<file path="src/rtl/draw_engine.sv">
module draw_engine #(
  parameter int SCR_W     = 320,
  parameter int SCR_H     = 240,
  parameter int SPR_COUNT = 512
) (
  input  logic                           clk,
  input  logic                           rst_n,
  input  logic                           reg_we,
  input  logic [3:0]                     reg_addr,
  input  logic [15:0]                    reg_wdata,
  output logic [15:0]                    reg_rdata,
  output logic                           fb_we,
  output logic [$clog2(SCR_W)-1:0]       fb_x,
  output logic [$clog2(SCR_H)-1:0]       fb_y,
  output logic [3:0]                     fb_pix,
  output logic [$clog2(SPR_COUNT)+5:0]   spr_addr,
  input  logic [3:0]                     spr_data,
  output logic                           irq_done,
  output logic                           irq_invalid
);
  localparam int XW = $clog2(SCR_W);
  localparam int YW = $clog2(SCR_H);
  localparam int SW = $clog2(SPR_COUNT);
  localparam logic [15:0] W16 = 16'(SCR_W);
  localparam logic [15:0] H16 = 16'(SCR_H);
  localparam logic [15:0] S16 = 16'(SPR_COUNT);
  localparam logic signed [17:0] W18 = 18'(SCR_W);
  localparam logic signed [17:0] H18 = 18'(SCR_H);

  typedef enum logic [2:0] {S_IDLE, S_PIX, S_FILL, S_LINE, S_BLIT, S_BTAIL} st_t;
  st_t st;

  logic [15:0] arg [4];
  logic [3:0]  color, cmd, tmask;
  logic signed [17:0] cx, cy, ex, ey, xs, dx, dy, err;
  logic        sx_neg, sy_neg;
  logic [SW-1:0] sidx;
  logic [5:0]  k;
  logic [15:0] bx, by, bl_x, bl_y;
  logic        bl_v;

  wire idle = (st == S_IDLE);
  wire [3:0] ncmd = reg_wdata[3:0];
  wire signed [17:0] ax0 = {2'b00, arg[0]};
  wire signed [17:0] ay0 = {2'b00, arg[1]};
  wire signed [17:0] ax1 = {2'b00, arg[2]};
  wire signed [17:0] ay1 = {2'b00, arg[3]};

  logic start_ok;
  always_comb begin
    case (ncmd)
      4'd0:       start_ok = arg[0] < S16 && arg[1] < W16 && arg[2] < H16;
      4'd1, 4'd2: start_ok = arg[0] < W16 && arg[1] < H16 && arg[2] < W16 && arg[3] < H16;
      4'd4:       start_ok = arg[0] < W16 && arg[1] < H16;
      default:    start_ok = 1'b0;
    endcase
  end

  wire signed [17:0] e2     = err <<< 1;
  wire               step_x = e2 >= dy;
  wire               step_y = e2 <= dx;
  wire               at_end = (cx == ex) && (cy == ey);

  always_ff @(posedge clk or negedge rst_n) begin
    if (!rst_n) begin
      st <= S_IDLE;
      for (int i = 0; i < 4; i++) arg[i] <= '0;
      color <= '0; cmd <= '0; tmask <= '0;
      cx <= '0; cy <= '0; ex <= '0; ey <= '0; xs <= '0;
      dx <= '0; dy <= '0; err <= '0; sx_neg <= 1'b0; sy_neg <= 1'b0;
      sidx <= '0; k <= '0; bx <= '0; by <= '0;
      bl_x <= '0; bl_y <= '0; bl_v <= 1'b0;
      irq_done <= 1'b0; irq_invalid <= 1'b0;
    end else begin
      irq_done    <= 1'b0;
      irq_invalid <= 1'b0;
      bl_v        <= 1'b0;
      if (reg_we && idle) begin
        case (reg_addr)
          4'd0, 4'd2, 4'd4, 4'd6: arg[reg_addr[2:1]] <= reg_wdata;
          4'd9: tmask <= reg_wdata[3:0];
          4'd8: begin
            color <= reg_wdata[7:4];
            if (!start_ok) irq_invalid <= 1'b1;
            else begin
              cmd <= ncmd;
              case (ncmd)
                4'd4: begin cx <= ax0; cy <= ay0; st <= S_PIX; end
                4'd2: begin
                  xs <= (ax0 < ax1) ? ax0 : ax1;
                  cx <= (ax0 < ax1) ? ax0 : ax1;
                  ex <= (ax0 < ax1) ? ax1 : ax0;
                  cy <= (ay0 < ay1) ? ay0 : ay1;
                  ey <= (ay0 < ay1) ? ay1 : ay0;
                  st <= S_FILL;
                end
                4'd1: begin
                  cx <= ax0; cy <= ay0; ex <= ax1; ey <= ay1;
                  sx_neg <= ax1 < ax0;
                  sy_neg <= ay1 < ay0;
                  dx  <= (ax1 < ax0) ? ax0 - ax1 : ax1 - ax0;
                  dy  <= (ay1 < ay0) ? ay1 - ay0 : ay0 - ay1;
                  err <= ((ax1 < ax0) ? ax0 - ax1 : ax1 - ax0)
                       + ((ay1 < ay0) ? ay1 - ay0 : ay0 - ay1);
                  st <= S_LINE;
                end
                default: begin
                  sidx <= arg[0][SW-1:0];
                  bx <= arg[1]; by <= arg[2]; k <= '0;
                  st <= S_BLIT;
                end
              endcase
            end
          end
          default: ;
        endcase
      end
      case (st)
        S_PIX: begin st <= S_IDLE; cmd <= '0; irq_done <= 1'b1; end
        S_FILL: begin
          if (cx != ex) cx <= cx + 18'sd1;
          else if (cy != ey) begin cx <= xs; cy <= cy + 18'sd1; end
          else begin st <= S_IDLE; cmd <= '0; irq_done <= 1'b1; end
        end
        S_LINE: begin
          if (at_end) begin st <= S_IDLE; cmd <= '0; irq_done <= 1'b1; end
          else begin
            err <= err + (step_x ? dy : 18'sd0) + (step_y ? dx : 18'sd0);
            if (step_x) cx <= sx_neg ? cx - 18'sd1 : cx + 18'sd1;
            if (step_y) cy <= sy_neg ? cy - 18'sd1 : cy + 18'sd1;
          end
        end
        S_BLIT: begin
          bl_v <= 1'b1;
          bl_x <= bx + {13'd0, k[2:0]};
          bl_y <= by + {13'd0, k[5:3]};
          k    <= k + 6'd1;
          if (k == 6'd63) st <= S_BTAIL;
        end
        S_BTAIL: begin st <= S_IDLE; cmd <= '0; irq_done <= 1'b1; end
        default: ;
      endcase
    end
  end

  assign spr_addr = {sidx, k};

  wire drawing = (st == S_PIX) || (st == S_FILL) || (st == S_LINE);
  wire bl_hit  = bl_v && (spr_data != tmask) && (bl_x < W16) && (bl_y < H16);

  assign fb_we  = drawing || bl_hit;
  assign fb_x   = drawing ? cx[XW-1:0] : bl_x[XW-1:0];
  assign fb_y   = drawing ? cy[YW-1:0] : bl_y[YW-1:0];
  assign fb_pix = drawing ? color : spr_data;

  always_comb begin
    case (reg_addr)
      4'd0:    reg_rdata = arg[0];
      4'd2:    reg_rdata = arg[1];
      4'd4:    reg_rdata = arg[2];
      4'd6:    reg_rdata = arg[3];
      4'd8:    reg_rdata = {8'd0, color, cmd};
      4'd9:    reg_rdata = {12'd0, tmask};
      default: reg_rdata = '0;
    endcase
  end

  a_r10_irq_exclusive: assert property (@(posedge clk) disable iff (!rst_n)
    !(irq_done && irq_invalid));
  a_r10_draw_onscreen: assert property (@(posedge clk) disable iff (!rst_n)
    drawing |-> (cx >= 18'sd0 && cx < W18 && cy >= 18'sd0 && cy < H18));
  a_r8_reject_quiet: assert property (@(posedge clk) disable iff (!rst_n)
    irq_invalid |-> (idle && !fb_we && cmd == 4'd0));
  a_r2_done_clears: assert property (@(posedge clk) disable iff (!rst_n)
    irq_done |-> (idle && cmd == 4'd0));
  a_r9_busy_color_held: assert property (@(posedge clk) disable iff (!rst_n)
    (reg_we && reg_addr == 4'd8 && !idle) |=> $stable(color));
  a_r9_busy_key_held: assert property (@(posedge clk) disable iff (!rst_n)
    (reg_we && reg_addr == 4'd9 && !idle) |=> $stable(tmask));
  a_r2_busy_shows_cmd: assert property (@(posedge clk) disable iff (!rst_n)
    (!idle && st != S_BLIT && st != S_BTAIL) |-> cmd != 4'd0);
endmodule

</file>
<file path="config.mk">
export PLATFORM = sky130hd
export DESIGN_NAME = draw_engine
export DESIGN_NICKNAME = d
export VERILOG_FILES = /design/src/rtl/draw_engine.sv
export SDC_FILE = /design/constraint.sdc
export NUM_CORES = 1
export LEC_CHECK = 0
export ABC_AREA = 1
export BUFFER_PORTS_ARGS = -buffer_cell sky130_fd_sc_hd__buf_2
export CAP_MARGIN = 30
export CORE_MARGIN = 2
export CORE_UTILIZATION = 25
export DETAILED_ROUTE_END_ITERATION = 8
export SLEW_MARGIN = 20
export SYNTH_ARGS = -nofsm -noshare
export SYNTH_HDL_FRONTEND = slang
export SYNTH_SLANG_ARGS = --single-unit
</file>
<file path="constraint.sdc">
create_clock -name clk -period 5.8 [get_ports clk]
set_input_delay 0.58 -clock clk [delete_from_list [all_inputs] [get_ports clk]]
set_output_delay 0.58 -clock clk [all_outputs]
set_load 0.01 [all_outputs]
</file>
==> impl_results.md <==
* Number of gates resized after CTS at 0
* Setup Fix Bufs, Post-CTS at 0
* Post-DRT Antenna Nets at 0
* CTS Buffer Depth at 3
* Leakage at 13.0 nW
* Worst-Margin Slew at 1.05 ns
* Placed cells at 4479
* DP Worst Slack at 0.934 ns
* DR DRC count at 0
* First-pass GRT wire length at 125000 microns
* Drt via density at 4.89
* Wire length per cell at 17.7 microns
* CP arrival at 5.48 ns
* 1st-pass router iterations at 6
* Total wire length at 80300 microns
* Peak supply drop at 0.000194 V
* Placer's final routability congestion estimate at 0.945
* Synth warn at 0
* Hold_ws at 0.0163 ns
* Starting Density at 25.3%
* #FFs+latches synth at 298
* CTS Hold Buffers Added at 0
* Die H at 308 microns
* Worst reg2reg startpoint: arg[6]
* Die width at 308 microns
* Port buffer count at 81
* Critical Path Start: arg[6]
* Final period util at 85.2%
* Yosys top cell area share at 32.2%
* Startpoint types: flip-flop
* Fin cells at 4548
* Cell with the most instances after synthesis: nand2_1
* Final setup margin at 0.856 ns
* Vias in the first global route at 21300
* Synth top cells by count: nand2_1, inv_1, o21ai_0
* Netlist cell types at 57
* Final setup violation count at 0
* Area grow syn2layout at 12.6%
* Final HPWL DP at 61700 microns
* Core area at 91700 sq um
* Die area at 95100 sq um
* Total global-route track usage at 16.8%
* Max Slew Vio Count at 0
* Slowest stage delay, CP at 0.45 ns
* Crit path required time at 6.34 ns
* Largest net degree at the start of global routing at 167
* Crit path kind: reg -> reg
* Fin crit period at 4.94 ns
* Fin nets at 3525
* FILL cells at 10100
* Synth area leaders: dfrtp_1, nand2_1, inv_1
* DR vias at 22200
* Reg clk slew, reported paths at 0.06 ns
* Crit. End Element: flip-flop
* H-tree levels at 2
* Max-cap violations at 0
* Crit path cell chain: inv_1, ha_1, inv_1, o21ai_0, a21boi_0, nand2_1, nand2_1, nand2_1, inv_1, nand2_1, nand2_1, inv_1, ha_1, nand3_1, nand2_1, a21boi_0, o21ai_0, nand3_1, nand2_1, xor2_1, nand2_1, nand3_1, o21ai_1, inv_1
* Max Freq at 202 MHz
* Post-synthesis sequential area ratio at 32.2%
* Status: finished, final reports clean
* R2r setup slk at 0.86 ns
* Synth Cell Area at 23200 sq um
* Gr ovfl total at 0
* Worst-path maximum fanout at 22
* Ant diodes at 0
* Syn_nets at 3501
* Antenna violations before repair at 0
* Clk_lat worst skew at 0.59 ns
* Worst Hold Class: in -> async
* Worst slew margin at 30.3%
* Number of I/O pins at 82
* FP Rows at 111
* TritonCTS Sinks at 298
* Fraction of layout cells with a size suffix above 1 at 6.84%
* Asr flop ratio synth at 100%
* Pwr per Cell Area at 180 nW/um^2
* CTS Buf Count at 38
* FF-to-FF path depth at 24
* CTS tree: yes
* Fin. Hold Viols at 0
* Syn Inst Count at 3310
* CP dominant cell by count: nand2_1
* Syn Area/Cell at 7.00 sq um
* Setup TNS at 0 ns
* Unrepaired setup endpoints after global routing: no
* Main synth FF type: dfrtp_1
* Root Driver: clkbuf_16
* Slowest CP cell: o21ai_0
* Skew final at 0.0299 ns
* Post-synth EDFFs at 0
* DR iter-0 viols at 2130
* Area leader, netlist: dfrtp_1
## worst max-delay path, delay by kind of cell, from the launching register on
family | cells | cell delay, ns
AO/OA/AOI/OAI | 5 | 1.18
XOR/XNOR | 1 | 0.24
flip-flops | 1 | 0.42
adder cells (fa/ha/maj) | 2 | 0.75
buffers and inverters | 5 | 0.76
AND/OR/NAND/NOR | 11 | 1.56
## cells in the final DEF (no fill, tap or decap), types with 5 or more instances in the layout
| master | n |
|---|---|
| a21o_1 | 6 |
| clkbuf_8 | 11 |
| nor2_1 | 207 |
| clkbuf_1 | 7 |
| xnor2_1 | 33 |
| o2111ai_1 | 7 |
| buf_2 | 80 |
| inv_1 | 482 |
| nand2_1 | 827 |
| dfrtp_1 | 298 |
| nor4_1 | 12 |
| nor2_2 | 6 |
| clkinv_1 | 5 |
| xor2_1 | 102 |
| a21oi_1 | 166 |
| o211ai_1 | 38 |
| o31ai_1 | 9 |
| buf_4 | 21 |
| clkbuf_16 | 38 |
| a21boi_0 | 9 |
| nand3b_1 | 7 |
| a31oi_1 | 9 |
| o21ai_1 | 44 |
| o21a_1 | 14 |
| or2_2 | 11 |
| a221o_1 | 8 |
| inv_2 | 18 |
| o21bai_1 | 13 |
| nand2_2 | 11 |
| o21ai_0 | 323 |
| nor3_1 | 34 |
| nand3_1 | 193 |
| ha_1 | 140 |
| nand4_1 | 51 |
| o221ai_1 | 10 |
| o22ai_1 | 39 |
| nor2_4 | 5 |
| fa_1 | 24 |
## kinds of logic after synthesis
| group | after synthesis | synth area share [%] |
|---|---|---|
| buffers and inverters | 628 | 10.7 |
| AOI/OAI and AO/OA | 709 | 17.2 |
| and+or+nand+nor | 1375 | 25.1 |
| DFF | 298 | 32.2 |
| muxes | 1 | 0.0432 |
| adders and majority gates | 164 | 9.64 |
| xor gates and xnor gates | 135 | 5.11 |
## sequential cells by signal, indices dropped and copies added, names as in the netlist, 6 cells and up
signal / flops
xs: 16
by: 16
err: 17
dx: 17
bl_x: 16
arg: 64
cy: 18
dy: 17
k: 6
bx: 16
sidx: 9
ex: 16
bl_y: 16
ey: 16
cx: 18
## area by class of cell
type	instances	area, sq um	area share (%)
Multi-Input combinational cell	2384	13200	50.7
Sequential cell	298	7460	28.6
Tap cell	1186	1480	5.69
Clock buffer	56	1130	4.33
Clock inverter	12	205	0.787
Timing Repair Buffer	107	674	2.59
Inverter	505	1900	7.27
## where the power goes
part | internal [W] | switching (W)
clock | 0.00150 | 0.00102
sequential | 0.00208 | 0
combinational | 0.0000171 | 0.0000829
total | 0.00360 | 0.00110
## routing by layer
metal	vias up	wire, microns	GRT usage [%]
met5	-	0	0
met2	814	36600	27.3
met4	0	2090	4.71
met1	10500	36500	23.6
li1	10800	-	-
met3	128	5220	1.79
## stage by stage
| step | util [%] | power (W) | area (sq um) |
|---|---|---|---|
| final | 28.4 | 0.00470 | 26100 |
| after global routing | 28.4 | 0.00484 | 26100 |
| after CTS | 28.4 | 0.00476 | 26100 |
| after detailed placement | 27.0 | 0.00222 | 24700 |
| after global placement | 26.9 | 0.00222 | 24600 |
| after floorplan | - | 0.00214 | 23200 |
## final timing paths
path	to
min in group clk	color[0]
hold / removal	cy[11]
setup / recovery	err[15]
setup reg to reg	err[15]
max in group asynchronous	arg[11]
hold reg to reg	xs[10]
No activity file was read; power rests on OpenSTA's default activity.
